--- src/rtl/reg_bus_xcvr_pkg.sv ---
package reg_bus_xcvr_pkg;
  // Strobes from the control unit to the datapath
  typedef struct packed {
    logic ldAb;         // single-cycle load of the A-to-B register
    logic ldBa;         // single-cycle load of the B-to-A register
    logic useStoredAb;  // bus B gets the stored value
    logic useStoredBa;  // bus A gets the stored value
    logic driveA;       // bus A output enabled
    logic driveB;       // bus B output enabled
  } xfer_strobe_t;
endpackage

--- src/rtl/reg_bus_xcvr_ctrl.sv ---
module reg_bus_xcvr_ctrl
  import reg_bus_xcvr_pkg::*;
(
  input  logic         clk,
  input  logic         rstN,
  input  logic         capAb,
  input  logic         capBa,
  input  logic         selAb,
  input  logic         selBa,
  input  logic         enN,
  input  logic         dirAtoB,
  output xfer_strobe_t strb
);
  logic capAbQ;
  logic capBaQ;

  always_ff @(posedge clk) begin
    if (!rstN) begin
      capAbQ <= 1'b0;
      capBaQ <= 1'b0;
    end else begin
      capAbQ <= capAb;
      capBaQ <= capBa;
    end
  end

  always_comb begin
    strb             = '0;
    strb.ldAb        = capAb & ~capAbQ;
    strb.ldBa        = capBa & ~capBaQ;
    strb.useStoredAb = selAb;
    strb.useStoredBa = selBa;
    strb.driveB      = ~enN & dirAtoB;
    strb.driveA      = ~enN & ~dirAtoB;
  end

  // A held strobe yields no second load
  AST_HELD_NO_RELOAD_AB: assert property (@(posedge clk) disable iff (!rstN)
    (capAb && $past(capAb)) |-> !strb.ldAb) else $error("held capAb reloaded");
  AST_HELD_NO_RELOAD_BA: assert property (@(posedge clk) disable iff (!rstN)
    (capBa && $past(capBa)) |-> !strb.ldBa) else $error("held capBa reloaded");
endmodule

--- src/rtl/reg_bus_xcvr_path.sv ---
module reg_bus_xcvr_path
  import reg_bus_xcvr_pkg::*;
#(
  parameter int WIDTH = 8
) (
  input  logic             clk,
  input  logic             rstN,
  input  xfer_strobe_t     strb,
  input  logic [WIDTH-1:0] aIn,
  input  logic [WIDTH-1:0] bIn,
  output logic [WIDTH-1:0] aOut,
  output logic [WIDTH-1:0] bOut,
  output logic             aOe,
  output logic             bOe
);
  logic [WIDTH-1:0] regAb;
  logic [WIDTH-1:0] regBa;

  // Storage registers: loads follow only the load strobes
  always_ff @(posedge clk) begin
    if (!rstN) begin
      regAb <= '0;
      regBa <= '0;
    end else begin
      if (strb.ldAb) regAb <= aIn;
      if (strb.ldBa) regBa <= bIn;
    end
  end

  // Registered source select and drive enables
  always_ff @(posedge clk) begin
    if (!rstN) begin
      aOut <= '0;
      bOut <= '0;
      aOe  <= 1'b0;
      bOe  <= 1'b0;
    end else begin
      bOut <= strb.useStoredAb ? regAb : aIn;
      aOut <= strb.useStoredBa ? regBa : bIn;
      aOe  <= strb.driveA;
      bOe  <= strb.driveB;
    end
  end

  AST_LOAD_AB: assert property (@(posedge clk) disable iff (!rstN)
    strb.ldAb |=> (regAb == $past(aIn))) else $error("A-to-B load lost");
  AST_LOAD_BA: assert property (@(posedge clk) disable iff (!rstN)
    strb.ldBa |=> (regBa == $past(bIn))) else $error("B-to-A load lost");
  AST_KEEP_AB: assert property (@(posedge clk) disable iff (!rstN)
    !strb.ldAb |=> $stable(regAb)) else $error("A-to-B register disturbed");
  AST_KEEP_BA: assert property (@(posedge clk) disable iff (!rstN)
    !strb.ldBa |=> $stable(regBa)) else $error("B-to-A register disturbed");
  AST_NO_GLITCH_AB: assert property (@(posedge clk) disable iff (!rstN)
    (aIn == regAb && !strb.ldAb) |=> (bOut == $past(aIn))) else $error("select glitch on B");
endmodule

--- src/rtl/reg_bus_xcvr.sv ---
module reg_bus_xcvr
  import reg_bus_xcvr_pkg::*;
#(
  parameter int WIDTH = 8
) (
  input  logic             clk,
  input  logic             rstN,
  input  logic [WIDTH-1:0] aIn,
  output logic [WIDTH-1:0] aOut,
  output logic             aOe,
  input  logic [WIDTH-1:0] bIn,
  output logic [WIDTH-1:0] bOut,
  output logic             bOe,
  input  logic             capAb,
  input  logic             capBa,
  input  logic             selAb,
  input  logic             selBa,
  input  logic             enN,
  input  logic             dirAtoB
);
  xfer_strobe_t strb;

  reg_bus_xcvr_ctrl u_ctrl (
    .clk     (clk),
    .rstN    (rstN),
    .capAb   (capAb),
    .capBa   (capBa),
    .selAb   (selAb),
    .selBa   (selBa),
    .enN     (enN),
    .dirAtoB (dirAtoB),
    .strb    (strb)
  );

  reg_bus_xcvr_path #(.WIDTH(WIDTH)) u_path (
    .clk  (clk),
    .rstN (rstN),
    .strb (strb),
    .aIn  (aIn),
    .bIn  (bIn),
    .aOut (aOut),
    .bOut (bOut),
    .aOe  (aOe),
    .bOe  (bOe)
  );

  AST_DISABLED_QUIET: assert property (@(posedge clk) disable iff (!rstN)
    enN |=> (!aOe && !bOe)) else $error("output enabled while disabled");
  AST_DIR_TO_B: assert property (@(posedge clk) disable iff (!rstN)
    (!enN && dirAtoB) |=> (bOe && !aOe)) else $error("wrong side driven");
  AST_DIR_TO_A: assert property (@(posedge clk) disable iff (!rstN)
    (!enN && !dirAtoB) |=> (aOe && !bOe)) else $error("wrong side driven");
endmodule

--- config.mk ---
export PLATFORM = sky130hd
export DESIGN_NAME = reg_bus_xcvr
export DESIGN_NICKNAME = d
export VERILOG_FILES = /design/src/rtl/reg_bus_xcvr_pkg.sv /design/src/rtl/reg_bus_xcvr_ctrl.sv /design/src/rtl/reg_bus_xcvr_path.sv /design/src/rtl/reg_bus_xcvr.sv
export SDC_FILE = /design/constraint.sdc
export NUM_CORES = 1
export LEC_CHECK = 0
export ABC_AREA = 1
export BUFFER_PORTS_ARGS = -buffer_cell sky130_fd_sc_hd__buf_2
export CORE_ASPECT_RATIO = 0.7
export CORE_UTILIZATION = 45
export CTS_BUF_LIST = sky130_fd_sc_hd__clkbuf_2 sky130_fd_sc_hd__clkbuf_4 sky130_fd_sc_hd__clkbuf_8
export DETAILED_ROUTE_END_ITERATION = 7
export GPL_ROUTABILITY_DRIVEN = 1
export MAX_ROUTING_LAYER = met4
export PLACE_DENSITY = 0.7
export RECOVER_POWER = 100
export SLEW_MARGIN = 30
export SYNTH_ARGS = -nofsm -noshare
export SYNTH_HDL_FRONTEND = slang
export SYNTH_HIERARCHICAL = 1
export SYNTH_SLANG_ARGS = --single-unit
--- constraint.sdc ---
create_clock -name clk -period 1.21 [get_ports clk]
set_input_delay 0.242 -clock clk [delete_from_list [all_inputs] [get_ports clk]]
set_output_delay 0.242 -clock clk [all_outputs]
set_load 0.02 [all_outputs]
## Yosys cells after proc, flatten, opt, wreduce, memory -nomap -nowiden

Index checks and enable logic that the tools add are counted.

- $add $sub $neg: 0
- Multiply operators: 0
- Div/mod/pow operators: 0
- Magnitude comparators: 0
- Eq/ne operators: 0
- Shifts and indexed selects: 0
- Muxes and demuxes: 2
- Bitwise logic cells: 8
- Reductions and logical operators: 0

Operators with widths:

| operator | number |
|---|---|
| $mux 8 | 2 |
| $and 1x1->1 | 4 |
| $not 1->1 | 4 |

- Flip-flop bits (word level): 36
- Bits in latches: 0
- Memory bits (writable): 0
- Memory bits (read-only): 0
- Input port bits: 24
- Output and inout bits: 18
- Logic and storage cells: 18
- Memories: 0

## Depth between registers and ports, before layout

- Word-level depth: 2
- Depth in mapped cells: 7
- Depth with buffers taken out: 5

## Modules after synthesis

The synthesis kept the hierarchy.

Modules (own cells, without submodules):

| module | instances | cells an instance | area each (sq um) | seq. area each (sq um) |
|---|---|---|---|---|
| reg_bus_xcvr_path | 1 | 210 | 1462.7 | 680.7 |
| reg_bus_xcvr_ctrl | 1 | 15 | 103.8 | 40.0 |

## Worst setup path after synthesis

OpenSTA, ideal clock, no wires.

- Path type: register to register
- From: reg u_ctrl.capAbQ
- To: reg u_path.regAb[3]
- Setup time: 0.113 ns
- Arrival: 0.737 ns
- Data required time: 1.097 ns
- Setup slack: 0.360 ns
- Stages on the path, launching flop included: 7
- Buffers on the path: 2
- Clock period less this slack: 0.850 ns
- Path through: dfxtp_1 -> nor2_2 -> buf_6 -> buf_8 -> nand2_2 -> nand2_1 -> nor2_1

RTL lines:

| item | RTL line | text |
|---|---|---|
| start, declared | reg_bus_xcvr_ctrl.sv:14 | `logic capAbQ;` |
| start signal, assigned | reg_bus_xcvr_ctrl.sv:22 | `capAbQ <= capAb;` |
| end signal, assigned | reg_bus_xcvr_path.sv:25 | `if (strb.ldAb) regAb <= aIn;` |
| end, declared | reg_bus_xcvr_path.sv:16 | `logic [WIDTH-1:0] regAb;` |

## Worst setup path after layout

- From: reg u_path.aOut[2]
- To: out aOut[2]

RTL lines:

| item | RTL line | text |
|---|---|---|
| start, declared | reg_bus_xcvr_path.sv:11 | `output logic [WIDTH-1:0] aOut,` |
| start signal, assigned | reg_bus_xcvr_path.sv:39 | `aOut <= strb.useStoredBa ? regBa : bIn;` |
| end, declared | reg_bus_xcvr.sv:9 | `output logic [WIDTH-1:0] aOut,` |

No word-level cell between the ends.

==> impl_metrics.csv <==
group,metric,value,unit
run_status,status,"completed",
yosys,synth.avg_cell_area,6.962,um^2
placement,place_area,0.001704,mm^2
floorplan,dieHeight,51.37,um
drt,drt-wirelength-per-cell,8.052,um
setup_path,cp_top_family,"flip-flops",
yosys,syn_nets,249,
finish,insertedDiodeCount,0,
finish,drive_gt1_share,17.18,%
grt,grt_pass1_vias,1055,
floorplan,start_util,48.45,%
timing,timing.final.crit_share,88.05,%
timing,finalHoldViolCount,0,
timing,slew_headroom,55.25,%
setup_path,cp_num_buf_inv,1,
clocking,ctsHtreeMaxLevel,2,
clocking,cts-root-buf,"clkbuf_8",
pwr,power_density,1401,mW/mm^2
yosys,syn-cell-area,0.001567,mm^2
setup_path,arrival,0.82,ns
floorplan,rows,17,
setup_path,cpMaxStageDelayCell,"dfxtp_1",
placement,dp_hpwl,1686,um
pwr,peakVddDrop,0.0007593,V
pwr,power.leakage,0.0009659,uW
worst_hold_path,holdCritPathClass,"in2reg",
timing,setup-tns-final,0,ns
placement,dp_cells,302,
pwr,comb_power_share,14.2,%
drt,firstDrtPassIters,4,
drt,drt-initial-drc-count,52,
floorplan,die_area,0.003725,mm^2
yosys,ys_ff_latch,36,
drt,avgViaCountPerCell,4.003,
timing,clock_skew,0.005235,ns
job,max_cap_violations,0,
clocking,cts_buffers,5,
grt,gr-total-overflow,0,
setup_path,end_kind,"output port",
setup_path,crit_fanout,1,
finish,ff_latch_area,720.7,um^2
clocking,clock-sinks,36,
yosys,seq_area_frac_synth,46.01,%
floorplan,core,0.003233,mm^2
pwr,p_seq_share,53.1,%
timing,timing.fmax,0.9386,GHz
yosys,syn_inst,225,
timing,slew_viol_final,0,
finish,areaGrowthSynthToFinish,11.50,%
finish,final_cell_count_no_fill,309,
clocking,cts.path.max_buffers,2,
drt,ant_nets,0,
drt,drc,0,
timing,setup_viol_count_final,0,
clocking,path_clk_slew,0.07,ns
placement,dp_slack,0.2838,ns
floorplan,die_width,72.52,um
finish,fin_nets,286,
grt,antenna_found_initial,0,
setup_path,critPathMaxStageDelay,0.32,ns
clocking,insertion_delay,0.28,ns
timing,worst_pin_slew,0.6712,ns
floorplan,ios,42,
drt,routed_wl,2488,um
drt,vias,1237,
grt,grt.total_usage,15.61,%
pwr,p_int,1807,uW
pwr,swShare,26.13,%
setup_path,critPathLaunchType,"flip-flop",
setup_path,path_class,"reg2out",
timing,setup_ws,0.1446,ns
finish,layout_common_cells,"nor2_1, nand2_1, inv_1",
yosys,yosys_warnings,6,
setup_path,worstPathCellList,"clkbuf_1",
placement,portBuffers,41,
finish,final_common_cell,"nor2_1",
clocking,cts_resized,0,
setup_path,worstPathRequired,0.97,ns
finish,multi_input_area,538.0,um^2
grt,grt_max_degree,37,
pwr,clkPwrFrac,32.7,%
finish,final_area,0.001747,mm^2
finish,fillCellCount,368,
clocking,cts_tree,"done",
pwr,p_sw,639.2,uW
clocking,cts_hold_buf,0,
clocking,post_cts_buffers,0,
yosys,synth.distinct_cells,9,
placement,gp_congestion,0.6892,
timing,period_needed,1.065,ns
grt,grt_pass1_wl,4222,um
timing,rsz0062_at_grt,"false",
power groups by stage:
stage	Clock, uW	Sequential [uW]	Combinational, uW
floorplan	0	1370	248
global placement	0	1320	363
detailed placement	0	1330	369
CTS	833	1300	370
global route	885	1310	403
finish	800	1300	348
layer usage:
| metal | global-route usage, % | up-vias | share of wire, % | wire (um) |
|---|---|---|---|---|
| met3 | 6.706 | 2 | 6.0 | 150 |
| li1 | - | 696 | - | - |
| met2 | 23.68 | 28 | 41 | 1027 |
| met5 | - | - | 0 | 0 |
| met4 | 4.902 | 0 | 0.52 | 13 |
| met1 | 18.80 | 511 | 52 | 1296 |
state kept, by name, indices dropped and copies added, names as in the netlist:
register       flops
u_path/bOe         1
u_path/regAb       8
u_path/aOut        8
u_path/bOut        8
u_ctrl/capAbQ      1
u_ctrl/capBaQ      1
u_path/aOe         1
u_path/regBa       8
cell usage after synthesis:
cell | count | share of area [%]
nor2_1 | 63 | 15
nand2_1 | 62 | 15
inv_1 | 39 | 9.3
dfxtp_1 | 36 | 46
buf_6 | 7 | 5.0
nand2_2 | 6 | 2.4
nor2_2 | 5 | 2.0
buf_8 | 4 | 3.8
buf_4 | 3 | 1.4
layout make-up:
class | instances | area share [%]
Sequential cell | 36 | 41.26
Inverter | 39 | 8.381
Multi-Input combinational cell | 136 | 30.80
Timing Repair Buffer | 44 | 11.53
Tap cell | 47 | 3.367
Clock buffer | 6 | 4.370
Clock inverter | 1 | 0.2865
cells by family after synthesis:
kind of cell | count (synthesis) | synth area share (%)
buffers and inverters | 53 | 19.65
DFF | 36 | 46.01
and+or+nand+nor | 136 | 34.35
final timing paths:
check                  start               to  slack, ns  cells past startpoint
max           u_path/aOut[2]          aOut[2]       0.14                      1
min                    capBa    u_ctrl/capBaQ       0.15                      3
max reg2reg    u_ctrl/capBaQ  u_path/regBa[0]       0.19                      5
min reg2reg  u_path/regAb[3]  u_path/regAb[3]       0.47                      2
metrics by stage:
| stage | utilization [%] | total power [uW] | hold WS [ns] |
|---|---|---|---|
| final | 54.02 | 2446 | 0.1525 |
| after global routing | 54.02 | 2597 | 0.1632 |
| after CTS | 55.22 | 2502 | 0.1466 |
| after detailed placement | 52.71 | 1694 | 0.4412 |
| after global placement | 52.71 | 1685 | 0.4371 |
| after floorplan | - | 1622 | 0.3355 |
(Power assumes the default switching activity.)
